### src/rtl/dly_ser_cfg.sv
module dly_ser_cfg #(
  parameter int CW      = 5,
  parameter int NSW     = 6,
  parameter int MVW     = 10,
  parameter int STEP_NS = 2,
  parameter int STEP_MV = 50
) (
  input  logic                  clk,
  input  logic                  rst_n,
  input  logic                  ser_en_n,
  input  logic                  ser_clk,
  input  logic                  ser_dat,
  output logic [CW-1:0]         dly_r,
  output logic [CW-1:0]         dly_g,
  output logic [CW-1:0]         dly_b,
  output logic [NSW-1:0]        dly_r_ns,
  output logic [NSW-1:0]        dly_g_ns,
  output logic [NSW-1:0]        dly_b_ns,
  output logic [CW-2:0]         slice_code,
  output logic                  test_mode,
  output logic signed [MVW-1:0] slice_mv
);
  localparam int WLEN = 3 + CW;
  localparam int CNTW = $clog2(WLEN);

  logic [2:0] en_s, ck_s;
  logic [1:0] dt_s;
  logic [CNTW-1:0] bit_cnt;
  logic rw_q;
  logic [1:0] adr_q;
  logic [CW-1:0] cfg_q [4];
  logic fall, din;
  logic [4*CW-1:0] cfg_all;

  always_ff @(posedge clk or negedge rst_n)
    if (!rst_n) begin
      en_s <= '1;
      ck_s <= '1;
      dt_s <= '0;
    end else begin
      en_s <= {en_s[1:0], ser_en_n};
      ck_s <= {ck_s[1:0], ser_clk};
      dt_s <= {dt_s[0], ser_dat};
    end

  assign fall = ck_s[2] & ~ck_s[1] & ~en_s[1];
  assign din  = dt_s[1];

  always_ff @(posedge clk or negedge rst_n)
    if (!rst_n) begin
      bit_cnt <= '0;
      rw_q    <= 1'b0;
      adr_q   <= '0;
      for (int i = 0; i < 4; i++) cfg_q[i] <= '0;
    end else if (en_s[1]) begin
      bit_cnt <= '0;
    end else if (fall) begin
      bit_cnt <= (bit_cnt == CNTW'(WLEN-1)) ? '0 : bit_cnt + 1'b1;
      if (bit_cnt == 0)      rw_q     <= din;
      else if (bit_cnt == 1) adr_q[1] <= din;
      else if (bit_cnt == 2) adr_q[0] <= din;
      else if (!rw_q)        cfg_q[adr_q] <= {cfg_q[adr_q][CW-2:0], din};
    end

  assign dly_r      = cfg_q[1];
  assign dly_g      = cfg_q[2];
  assign dly_b      = cfg_q[3];
  assign dly_r_ns   = NSW'(cfg_q[1]) * NSW'(STEP_NS);
  assign dly_g_ns   = NSW'(cfg_q[2]) * NSW'(STEP_NS);
  assign dly_b_ns   = NSW'(cfg_q[3]) * NSW'(STEP_NS);
  assign slice_code = cfg_q[0][CW-1:1];
  assign test_mode  = cfg_q[0][0];

  logic signed [MVW-1:0] slice_ext;
  assign slice_ext = {{(MVW-CW+1){slice_code[CW-2]}}, slice_code};
  assign slice_mv  = slice_ext * $signed(MVW'(STEP_MV));

  assign cfg_all = {cfg_q[3], cfg_q[2], cfg_q[1], cfg_q[0]};

  p_idle_hold_r2: assert property (@(posedge clk) disable iff (!rst_n)
    !fall |=> $stable(cfg_all));
  p_read_ignored_r5: assert property (@(posedge clk) disable iff (!rst_n)
    (fall && rw_q && bit_cnt > 2) |=> $stable(cfg_all));
  p_word_wrap_r7: assert property (@(posedge clk) disable iff (!rst_n)
    (fall && bit_cnt == CNTW'(WLEN-1)) |=> bit_cnt == 0);
  p_bit_advance_r3: assert property (@(posedge clk) disable iff (!rst_n)
    (fall && bit_cnt != CNTW'(WLEN-1)) |=> bit_cnt == CNTW'($past(bit_cnt) + 1'b1));
  p_frame_restart_r9: assert property (@(posedge clk) disable iff (!rst_n)
    en_s[1] |=> bit_cnt == 0);
endmodule

### config.mk
export PLATFORM = sky130hd
export DESIGN_NAME = dly_ser_cfg
export DESIGN_NICKNAME = d
export VERILOG_FILES = /design/src/rtl/dly_ser_cfg.sv
export SDC_FILE = /design/constraint.sdc
export NUM_CORES = 1
export LEC_CHECK = 0
export BUFFER_PORTS_ARGS = -buffer_cell sky130_fd_sc_hd__buf_2
export CELL_PAD_IN_SITES_DETAIL_PLACEMENT = 0
export CELL_PAD_IN_SITES_GLOBAL_PLACEMENT = 1
export CORE_AREA = 2 2 83 85
export DETAILED_ROUTE_END_ITERATION = 16
export DIE_AREA = 0 0 85 87
export HOLD_SLACK_MARGIN = 0.15
export MAX_ROUTING_LAYER = met4
export PLACE_DENSITY = 0.55
export SYNTH_ARGS = -nofsm -noshare
export SYNTH_HDL_FRONTEND = slang
export SYNTH_SLANG_ARGS = --single-unit
### constraint.sdc
create_clock -name clk -period 5.4 [get_ports clk]
set_input_delay 1.08 -clock clk [delete_from_list [all_inputs] [get_ports clk]]
set_output_delay 1.08 -clock clk [all_outputs]
set_load 0.05 [all_outputs]
==> qor.csv, run 1 <==
stage,metric,value,unit
yosys,Synth area leader,dfrtp_1,
yosys,Yosys cell types,32,
power_and_ir_drop,PwrDens,249,mW/mm2
power_and_ir_drop,Leak,0.00120,uW
sta,RSZ-0062 raised after global routing,false,
final_layout,fin nets,190,
run_status,status,completed,
route,1st-iter DRT viols,19,
worst_setup_path,"Cell Chain, Critical Path",fa_1 > ha_1 > fa_1 > ha_1 > a21o_1 > a21oi_1 > xnor2_1 > buf_2,
sta,Slew @ Worst Pin,0.742,ns
hold_path,hold crit path type,reg2reg,
cts,Sink Count,33,
cts,H-tree Lvls,2,
worst_setup_path,WS Path Type,reg2out,
global_routing,initial antenna violation count,0,
placed_design,DP HPWL,2670,um
sta,PnR worst setup slack,1.29,ns
global_routing,GRT busiest layer,met2,
floorplan,die area,0.00740,mm2
floorplan,IO Count,53,
floorplan,Die Ht,87,um
yosys,Post-Syn Area per Cell,13.6,um2
hold_path,Hold Path Cell Cnt,0,
yosys,register area share after synthesis,0.448,
final_layout,share of layout cells above drive strength 1,0.554,
yosys,Syn Std Cell Area,0.00186,mm2
final_layout,Layout area overhead,12.7,%
yosys,synthesis-stage register bit count,33,
placed_design,GPL Wtd Cong,0.798,
worst_setup_path,critical path data required time,4.32,ns
global_routing,grt total ovfl,0,
worst_setup_path,"slowest stage delay, CP",0.49,ns
yosys,cells after synthesis,136,
yosys,Area contributors post-synth,"dfrtp_1, mux2_2, ha_1, buf_4, dfstp_2",
route,total number of vias,1094,
cts,hold-fix buffers at CTS,0,
route,routed wire length per instance,14.1,um
worst_setup_path,worst r2r path cells,6,
cts,CTS resizes,0,
global_routing,first-pass GRT wire length,5560,um
route,final WL,3500,um
sta,Pins Over Slew Limit,0,
cts,Num CTS Buffers,5,
route,Vias/cell,4.41,
sta,Final setup viols,0,
worst_setup_path,CP Capture Type,output port,
worst_setup_path,critical path buffer and inverter count,1,
cts,CTS tree,built,
final_layout,Final Util,0.318,
worst_setup_path,CP top delay family,adder cells,
worst_setup_path,CP max stage cell,fa_1,
sta,slew margin rel.,0.505,
worst_setup_path,Crit path depth,8,
cts,clk_lat worst skew,0.29,ns
final_layout,"most common cell after layout, fill and taps aside",buf_2,
yosys,Synth top area share,0.378,
yosys,Syn. warnings,0,
global_routing,largest net degree at the start of global routing,34,
floorplan,core box area,0.00657,mm2
final_layout,fill count,694,
hold_path,hold_sp,dt_s[0]$_DFF_PN0_,
cts,CTS root buf,clkbuf_8,
sta,fmax,244,MHz
placed_design,Post-Place Worst Slack,1.58,ns
sta,final-report hold violation count,0,
job,max_cap viols,0,
global_routing,met3 usage,0.0313,
global_routing,vias in the first global route,1111,
cts,Post-CTS Setup Inserts,0,
sta,setup TNS,0,ns
route,DRC viols,0,
sta,clk_skew,0.00997,ns
global_routing,GR Util met2,0.175,
global_routing,GRT met1 Usage,0.108,
worst_setup_path,startpoint type of the worst setup path,flip-flop,
final_layout,Inserted Diodes,0,
floorplan,Initial Utilization,0.282,
worst_setup_path,Critical Path Source,slice_code[2]$_DFFE_PN0P_,
final_layout,most frequent cells in the layout,"buf_2, dfrtp_1, mux2_2, ha_1",
sta,Final period util,0.760,
worst_setup_path,Worst EP arrival,3.03,ns
floorplan,Row Count,30,
sta,fin crit period,4.11,ns
worst_setup_path,critical-path maximum fanout,7,
placed_design,IO Port Bufs,48,
route,DRT Pass-1 Iters,4,
floorplan,die width,85,um
power_and_ir_drop,peak supply drop,0.0986,mV
cts,clock slew at reported path FFs,0.07,ns
cts,largest buffer count on any clock path,2,
global_routing,GRT Util Overall,0.101,
route,Routed Antenna Nets,0,
worst_setup_path,FF-to-FF Start,bit_cnt[0]$_DFFE_PN0P_,
## per-stage QoR
step | hold slack [ns] | instance area [um2] | std cells | total power, uW
2_1_floorplan | 0.331 | 1870 | 139 | 333
3_3_place_gp | 0.335 | 2000 | 240 | 346
3_5_place_dp | 0.336 | 2000 | 240 | 347
4_1_cts | 0.353 | 2090 | 248 | 533
5_1_grt | 0.368 | 2090 | 248 | 551
6_report | 0.350 | 2090 | 248 | 521
## routing by layer
| metal | wire length [um] | vias up |
|---|---|---|
| met5 | 0 | - |
| met1 | 1310 | 547 |
| li1 | - | 507 |
| met2 | 1960 | 32 |
| met4 | 66 | 0 |
| met3 | 160 | 8 |
## power by group
group / total (uW) / leakage (uW) / internal, uW / switching (uW)
clock network: 179 / 0.0000439 / 88.8 / 90.3
registers: 269 / 0.000435 / 258 / 10.5
logic: 73.2 / 0.000720 / 20.5 / 52.7
total: 521 / 0.00120 / 367 / 154
## layout make-up
type	instances	area (um2)	area share
inverters	2	7.51	0.00359
repair buffers	48	240	0.115
flip-flops and latches	33	832	0.398
clock inverters	3	17.5	0.00838
well taps	80	100	0.0479
multi-input cells	77	825	0.394
clock buffers	5	68.8	0.0329
## final timing paths
| path | to | slack (ns) |
|---|---|---|
| max | slice_mv[9] | 1.29 |
| min in group asynchronous | dly_r[0]$_DFFE_PN0P_ | 0.85 |
| max in group asynchronous | dly_b[1]$_DFFE_PN0P_ | 4.07 |
| min reg2reg | dt_s[1]$_DFF_PN0_ | 0.35 |
| min | dt_s[1]$_DFF_PN0_ | 0.35 |
| max reg2reg | dly_g[2]$_DFFE_PN0P_ | 3.30 |
## Yosys cell counts
| cell | number |
|---|---|
| fa_1 | 2 |
| a21oi_1 | 3 |
| xnor2_1 | 2 |
| mux2_4 | 5 |
| mux4_2 | 4 |
| and2b_1 | 1 |
| nor3b_1 | 1 |
| ha_1 | 16 |
| nor3_4 | 1 |
| nand4_2 | 1 |
| nor3_1 | 2 |
| and4b_1 | 1 |
| nand4b_2 | 1 |
| buf_6 | 2 |
| conb_1 | 1 |
| nor2_1 | 5 |
| mux2i_1 | 1 |
| dfstp_2 | 5 |
| inv_1 | 2 |
| dfrtp_1 | 28 |
| and3_2 | 1 |
| o21ba_2 | 1 |
| mux2_2 | 18 |
| buf_2 | 2 |
| a21o_1 | 1 |
| clkbuf_2 | 1 |
| xor2_1 | 1 |
| buf_4 | 22 |
| a31oi_1 | 1 |
| nand3b_1 | 1 |
| nand2_1 | 2 |
| nand2b_1 | 1 |
## registers in the layout (all words and copies together) (netlist names)
signal      count
adr_q           2
bit_cnt         3
ck_s            3
dly_b           5
dly_g           5
dly_r           5
dt_s            2
en_s            2
rw_q            1
slice_code      4
test_mode       1
## cells by family (layout without fill, tap and decap cells)
group	after synthesis	after routing	share of synthesized area
buffers and inverters	29	58	0.113
multiplexers	28	28	0.204
AO/OA/AOI/OAI	6	6	0.0209
AND/OR/NAND/NOR	18	18	0.0681
flip-flops	33	33	0.448
XOR/XNOR	3	3	0.0142
adder cells (fa/ha/maj)	18	18	0.129
other	1	4	0.00202
No activity file was read; power rests on OpenSTA's default activity.
==> run 2, diff against run 1 <==
==> config.mk (replaced) <==
export PLATFORM = sky130hd
export DESIGN_NAME = dly_ser_cfg
export DESIGN_NICKNAME = d
export VERILOG_FILES = /design/src/rtl/dly_ser_cfg.sv
export SDC_FILE = /design/constraint.sdc
export NUM_CORES = 1
export LEC_CHECK = 0
export ABC_AREA = 1
export BUFFER_PORTS_ARGS = -buffer_cell sky130_fd_sc_hd__buf_2
export CELL_PAD_IN_SITES_DETAIL_PLACEMENT = 0
export CELL_PAD_IN_SITES_GLOBAL_PLACEMENT = 1
export CORE_AREA = 2 2 86 88
export DETAILED_ROUTE_END_ITERATION = 16
export DIE_AREA = 0 0 88 90
export HOLD_SLACK_MARGIN = 0.15
export MAX_ROUTING_LAYER = met4
export PLACE_DENSITY = 0.6
export SYNTH_ARGS = -nofsm -noshare
export SYNTH_HDL_FRONTEND = slang
export SYNTH_SLANG_ARGS = --single-unit
==> constraint.sdc (replaced) <==
create_clock -name clk -period 3.7 [get_ports clk]
set_input_delay 0.74 -clock clk [delete_from_list [all_inputs] [get_ports clk]]
set_output_delay 0.74 -clock clk [all_outputs]
set_load 0.05 [all_outputs]
==> qor.csv, run 2 <==
stage,metric,value,unit,change
run_status,status,completed,,unchanged
power_and_ir_drop,PwrDens,366,mW/mm2,was 249 mW/mm2
job,max_cap viols,0,,unchanged
floorplan,core box area,0.00702,mm2,was 0.00657 mm2
cts,CTS tree,built,,unchanged
cts,hold-fix buffers at CTS,0,,unchanged
cts,clock slew at reported path FFs,0.07,ns,about the same
route,Routed Antenna Nets,0,,unchanged
yosys,synthesis-stage register bit count,33,,unchanged
hold_path,hold_sp,dt_s[0]$_DFF_PN0_,,unchanged
final_layout,Inserted Diodes,0,,unchanged
worst_setup_path,worst r2r path cells,8,,was 6
final_layout,fin nets,288,,was 190
final_layout,Final Util,0.328,,was 0.318
worst_setup_path,startpoint type of the worst setup path,flip-flop,,unchanged
final_layout,most frequent cells in the layout,"nand2_1, buf_2, dfrtp_1, nand3_1, ha_1",,"was buf_2, dfrtp_1, mux2_2, ha_1"
yosys,Syn. warnings,0,,unchanged
sta,Slew @ Worst Pin,0.753,ns,was 0.742 ns
cts,H-tree Lvls,2,,unchanged
worst_setup_path,critical-path maximum fanout,6,,was 7
global_routing,GRT Util Overall,0.124,,was 0.101
cts,largest buffer count on any clock path,2,,unchanged
placed_design,DP HPWL,3130,um,was 2670 um
final_layout,"most common cell after layout, fill and taps aside",nand2_1,,was buf_2
route,total number of vias,1529,,was 1094
sta,setup TNS,0,ns,unchanged
power_and_ir_drop,Cell Int Power,576,uW,was 367 uW
worst_setup_path,r2r setup slk,1.95,ns,was 3.30 ns
sta,Final period util,0.972,,
final_layout,fill count,751,,was 694
route,DRT Pass-1 Iters,4,,unchanged
placed_design,IO Port Bufs,48,,unchanged
route,DRC viols,0,,unchanged
sta,Final setup viols,0,,unchanged
power_and_ir_drop,Sw Pwr,267,uW,was 154 uW
power_and_ir_drop,clock network power share,0.357,,was 0.344
sta,PnR worst setup slack,0.105,ns,was 1.29 ns
worst_setup_path,WS Path Type,reg2out,,unchanged
final_layout,Layout area overhead,17.3,%,was 12.7%
power_and_ir_drop,peak supply drop,0.245,mV,was 0.0986 mV
final_layout,share of layout cells above drive strength 1,0.297,,was 0.554
sta,slew margin rel.,0.498,,was 0.505
yosys,Syn Std Cell Area,0.00196,mm2,was 0.00186 mm2
cts,clk_lat worst skew,0.28,ns,was 0.29 ns
hold_path,hold crit path type,reg2reg,,unchanged
global_routing,largest net degree at the start of global routing,34,,unchanged
yosys,Synth area leader,dfrtp_1,,unchanged
cts,CTS root buf,clkbuf_8,,unchanged
floorplan,Die Ht,90,um,was 87 um
yosys,ys async rst share,1.00,,unchanged
worst_setup_path,r2r endpoint,slice_code[2]$_DFFE_PN0P_,,was dly_g[2]$_DFFE_PN0P_
sta,clk_skew,0.00579,ns,was 0.00997 ns
power_and_ir_drop,Leak,0.00138,uW,was 0.00120 uW
power_and_ir_drop,Sequential Power Share,0.470,,was 0.516
cts,Post-CTS Setup Inserts,0,,unchanged
power_and_ir_drop,Sw Share,0.317,,was 0.295
cts,Sink Count,33,,unchanged
placed_design,GPL Wtd Cong,0.774,,was 0.798
floorplan,die width,88,um,was 85 um
yosys,Synth top area share,0.357,,was 0.378
global_routing,initial antenna violation count,0,,unchanged
sta,fin crit period,3.59,ns,
global_routing,vias in the first global route,1534,,was 1111
yosys,"count leader, synth",nand2_1,,was dfrtp_1
cts,Num CTS Buffers,5,,unchanged
floorplan,IO Count,53,,unchanged
yosys,predominant post-synthesis flop cell,dfrtp_1,,unchanged
placed_design,Post-Place Worst Slack,0.341,ns,was 1.58 ns
yosys,Area contributors post-synth,"dfrtp_1, nand2_1, ha_1, buf_4, dfstp_2",,"was dfrtp_1, mux2_2, ha_1, buf_4, dfstp_2"
route,final WL,4350,um,was 3500 um
yosys,Post-Syn Area per Cell,8.53,um2,was 13.6 um2
worst_setup_path,CP Capture Type,output port,,unchanged
sta,Pins Over Slew Limit,0,,unchanged
hold_path,hold path endpoint,dt_s[1]$_DFF_PN0_,,unchanged
cts,CTS resizes,0,,unchanged
hold_path,Hold Path Cell Cnt,0,,unchanged
sta,final hold slack,0.350,ns,about the same
worst_setup_path,Critical Path Source,slice_code[1]$_DFFE_PN0P_,,was slice_code[2]$_DFFE_PN0P_
route,routed wire length per instance,11.9,um,was 14.1 um
yosys,register area share after synthesis,0.424,,was 0.448
yosys,commonest cells in the netlist,"nand2_1, dfrtp_1, nand3_1",,"was dfrtp_1, buf_4, mux2_2"
yosys,number of flops mapped to enable cells by yosys,0,,unchanged
sta,fmax,278,MHz,
worst_setup_path,critical path data required time,2.96,ns,was 4.32 ns
yosys,cells after synthesis,230,,was 136
floorplan,Initial Utilization,0.279,,was 0.282
route,1st-iter DRT viols,132,,was 19
global_routing,first-pass GRT wire length,7410,um,was 5560 um
worst_setup_path,FF-to-FF Start,bit_cnt[0]$_DFFE_PN0P_,,unchanged
floorplan,Row Count,31,,was 30
global_routing,grt total ovfl,0,,unchanged
yosys,Yosys cell types,23,,was 32
floorplan,die area,0.00792,mm2,was 0.00740 mm2
power_and_ir_drop,combinational power share,0.173,,was 0.141
route,Vias/cell,4.19,,was 4.41
sta,final-report hold violation count,0,,unchanged
worst_setup_path,Worst EP arrival,2.85,ns,was 3.03 ns
run 2: cell families (layout without fill, tap and decap cells):
logic type / after synthesis / after routing / synth area share
other cells: 1 / 4 / 0.00191
compound gates: 9 / 9 / 0.0287
simple gates: 129 / 129 / 0.287
buf+inv: 37 / 70 / 0.122
fa+ha+maj: 18 / 18 / 0.122
flops: 33 / 33 / 0.424
xor+xnor: 3 / 3 / 0.0134
run 2: metal layers:
| layer | vias up | part of all wire | track usage |
|---|---|---|---|
| met5 | - | 0 | - |
| met3 | 4 | 0.031 | 0.0275 |
| li1 | 785 | - | - |
| met1 | 711 | 0.46 | 0.158 |
| met4 | 0 | 0.011 | 0.0423 |
| met2 | 29 | 0.50 | 0.193 |
run 2: layout make-up:
class                           instances  area [um2]  share of cell area
Sequential cell                        33         832               0.362
Inverter                               12        47.5              0.0207
Clock inverter                          1        5.00             0.00218
Tap cell                               99         124              0.0538
Clock buffer                            7        96.3              0.0419
Timing Repair Buffer                   50         260               0.113
Multi-Input combinational cell        163         936               0.407
run 2: critical path: stages (launching register included):
cell and delay, ns:
dfrtp_1 0.46, fa_1 0.51, ha_1 0.23, fa_1 0.51, ha_4 0.31, nand3_1 0.06
nand2_1 0.12, xor2_2 0.14, clkbuf_4 0.24
run 2: stage by stage:
| step | area (um2) | power, uW | std cells |
|---|---|---|---|
| 4_1_cts | 2280 | 857 | 365 |
| 5_1_grt | 2300 | 893 | 365 |
| 6_report | 2300 | 843 | 365 |
| 2_1_floorplan | 2000 | 521 | 233 |
| 3_5_place_dp | 2180 | 551 | 357 |
| 3_3_place_gp | 2180 | 551 | 357 |
run 2: how the worst max path moves through the flow:
stage	end	slack (ns)
2_1_floorplan	slice_mv[9]	0.001
3_3_place_gp	slice_mv[9]	0.41
3_5_place_dp	slice_mv[9]	0.34
4_1_cts	slice_mv[9]	0.04
5_1_grt	slice_mv[9]	-0.03
6_report	slice_mv[9]	0.11
run 2: power by group through the flow:
| stage | clock network (uW) | registers (uW) | logic [uW] |
|---|---|---|---|
| finish | 301 | 396 | 146 |
| global route | 331 | 399 | 163 |
| CTS | 313 | 397 | 148 |
| detailed placement | 0 | 403 | 148 |
| global placement | 0 | 403 | 148 |
| floorplan | 0 | 416 | 104 |
==> run 3, diff against run 2 <==
--- a/config.mk
+++ b/config.mk
@@ -15,6 +15,7 @@
 export HOLD_SLACK_MARGIN = 0.15
 export MAX_ROUTING_LAYER = met4
 export PLACE_DENSITY = 0.6
+export REMOVE_ABC_BUFFERS = 1
 export SYNTH_ARGS = -nofsm -noshare
 export SYNTH_HDL_FRONTEND = slang
 export SYNTH_SLANG_ARGS = --single-unit
==> qor.csv, run 3 (synthesis results as in run 2) <==
stage,metric,value,unit,change
cts,largest buffer count on any clock path,2,,unchanged
worst_setup_path,CP Capture Type,output port,,unchanged
route,DRC viols,0,,unchanged
power_and_ir_drop,clock network power share,0.325,,was 0.357
final_layout,"most common cell after layout, fill and taps aside",nand2_1,,unchanged
sta,fin crit period,3.54,ns,was 3.59 ns
final_layout,Non-Filler Instances,366,,was 365
global_routing,vias in the first global route,1439,,was 1534
global_routing,first-pass GRT wire length,7010,um,was 7410 um
worst_setup_path,critical-path maximum fanout,6,,unchanged
worst_setup_path,worst r2r path cells,8,,unchanged
cts,clk_lat worst skew,0.28,ns,about the same
final_layout,most frequent cells in the layout,"nand2_1, buf_2, nand3_1, dfrtp_1, ha_1",,"was nand2_1, buf_2, dfrtp_1, nand3_1, ha_1"
sta,fmax,283,MHz,was 278 MHz
cts,CTS tree,built,,unchanged
cts,Num CTS Buffers,5,,unchanged
power_and_ir_drop,PwrDens,357,mW/mm2,was 366 mW/mm2
hold_path,hold crit path type,reg2reg,,unchanged
final_layout,Final Util,0.321,,was 0.328
route,1st-iter DRT viols,62,,was 132
global_routing,initial antenna violation count,0,,unchanged
sta,clk_skew,0.00768,ns,was 0.00579 ns
worst_setup_path,Worst EP arrival,2.80,ns,was 2.85 ns
sta,Pins Over Slew Limit,0,,unchanged
worst_setup_path,CP endpoint,slice_mv[9],,unchanged
final_layout,Layout area overhead,15.0,%,was 17.3%
global_routing,GRT Util Overall,0.115,,was 0.124
worst_setup_path,r2r setup slk,1.92,ns,was 1.95 ns
route,total number of vias,1561,,was 1529
power_and_ir_drop,Cell Int Power,542,uW,was 576 uW
placed_design,IO Port Bufs,48,,unchanged
power_and_ir_drop,Sw Share,0.326,,was 0.317
cts,H-tree Lvls,2,,unchanged
power_and_ir_drop,Tot Pwr,804,uW,was 843 uW
floorplan,Initial Utilization,0.279,,unchanged
final_layout,fin nets,289,,was 288
floorplan,core box area,0.00702,mm2,unchanged
worst_setup_path,startpoint type of the worst setup path,flip-flop,,unchanged
floorplan,IO Count,53,,unchanged
worst_setup_path,WS Path Type,reg2out,,unchanged
global_routing,grt total ovfl,0,,unchanged
sta,final-report hold violation count,0,,unchanged
placed_design,placed insts,355,,was 357
power_and_ir_drop,Sequential Power Share,0.491,,was 0.470
cts,CTS root buf,clkbuf_8,,unchanged
sta,slew margin rel.,0.494,,was 0.498
placed_design,GPL Wtd Cong,0.743,,was 0.774
worst_setup_path,Critical Path Source,slice_code[1]$_DFFE_PN0P_,,unchanged
power_and_ir_drop,peak supply drop,0.123,mV,was 0.245 mV
final_layout,share of layout cells above drive strength 1,0.285,,was 0.297
floorplan,Row Count,31,,unchanged
sta,Final period util,0.956,,was 0.972
route,final WL,4300,um,was 4350 um
global_routing,largest net degree at the start of global routing,34,,unchanged
route,DRT Pass-1 Iters,4,,unchanged
sta,RSZ-0062 raised after global routing,false,,
power_and_ir_drop,combinational power share,0.184,,was 0.173
sta,Final setup viols,0,,unchanged
worst_setup_path,critical path data required time,2.96,ns,about the same
cts,Sink Count,33,,unchanged
sta,final hold slack,0.348,ns,was 0.350 ns
final_layout,fill count,757,,was 751
floorplan,die area,0.00792,mm2,unchanged
placed_design,DP HPWL,3070,um,was 3130 um
route,Routed Antenna Nets,0,,unchanged
cts,clock slew at reported path FFs,0.06,ns,was 0.07 ns
route,Vias/cell,4.27,,was 4.19
power_and_ir_drop,Sw Pwr,262,uW,was 267 uW
run_status,status,completed,,unchanged
worst_setup_path,FF-to-FF Start,bit_cnt[0]$_DFFE_PN0P_,,unchanged
worst_setup_path,r2r endpoint,slice_code[3]$_DFFE_PN0P_,,was slice_code[2]$_DFFE_PN0P_
sta,Slew @ Worst Pin,0.759,ns,was 0.753 ns
floorplan,die width,88,um,unchanged
power_and_ir_drop,Leak,0.00137,uW,was 0.00138 uW
final_layout,Inserted Diodes,0,,unchanged
route,routed wire length per instance,11.7,um,was 11.9 um
floorplan,Die Ht,90,um,unchanged
job,max_cap viols,0,,unchanged
run 3: through the flow:
step	cell area, um2	TNS (ns)	setup slack, ns
floorplan	1780	-1.45	-0.522
global route	2260	0	0.0000642
global placement	2140	0	0.427
detailed placement	2140	0	0.376
finish	2260	0	0.163
CTS	2220	0	0.0643
run 3: critical path, cell delays in order, from the launching register on:
cell	delay, ns
dfrtp_2	0.45
fa_1	0.49
ha_1	0.23
fa_1	0.47
ha_1	0.34
nand3_1	0.07
nand2_1	0.08
xor2_1	0.14
clkbuf_4	0.25
run 3: final cells by class:
type | count | area [um2] | area share
multi-input combinational | 163 | 901 | 0.399
timing repair buffer | 51 | 268 | 0.119
inverter | 12 | 47.5 | 0.0211
clock buffer | 8 | 80.1 | 0.0355
tap | 99 | 124 | 0.0549
sequential | 33 | 836 | 0.370
run 3: worst min path at each step:
stage                       from                 to  slack, ns  depth (start not counted)
5_1_grt        en_s[0]$_DFF_PN1_  en_s[1]$_DFF_PN1_       0.36                          0
6_report       dt_s[0]$_DFF_PN0_  dt_s[1]$_DFF_PN0_       0.35                          0
2_1_floorplan  dt_s[0]$_DFF_PN0_  dt_s[1]$_DFF_PN0_       0.33                          0
4_1_cts        dt_s[0]$_DFF_PN0_  dt_s[1]$_DFF_PN0_       0.35                          0
3_5_place_dp   dt_s[0]$_DFF_PN0_  dt_s[1]$_DFF_PN0_       0.34                          0
3_3_place_gp   dt_s[0]$_DFF_PN0_  dt_s[1]$_DFF_PN0_       0.33                          0
run 3: power groups by stage:
stage	Combinational, uW	Sequential [uW]	Clock, uW
3_3_place_gp	149	401	0
2_1_floorplan	81.6	429	0
4_1_cts	150	395	273
3_5_place_dp	149	402	0
6_report	148	395	262
5_1_grt	161	397	289
run 3: metal layers:
metal	up-vias	part of all wire	global-route usage
li1	782	-	-
met1	727	0.50	0.156
met2	47	0.43	0.169
met3	5	0.059	0.0303
met4	0	0.016	0.0346
met5	-	0	-
run 3: what timing repair did:
action,in CTS,in global routing
setup endpoints to repair,0,2
setup buffers,0,3
hold buffers,0,0
gates resized for setup,0,6
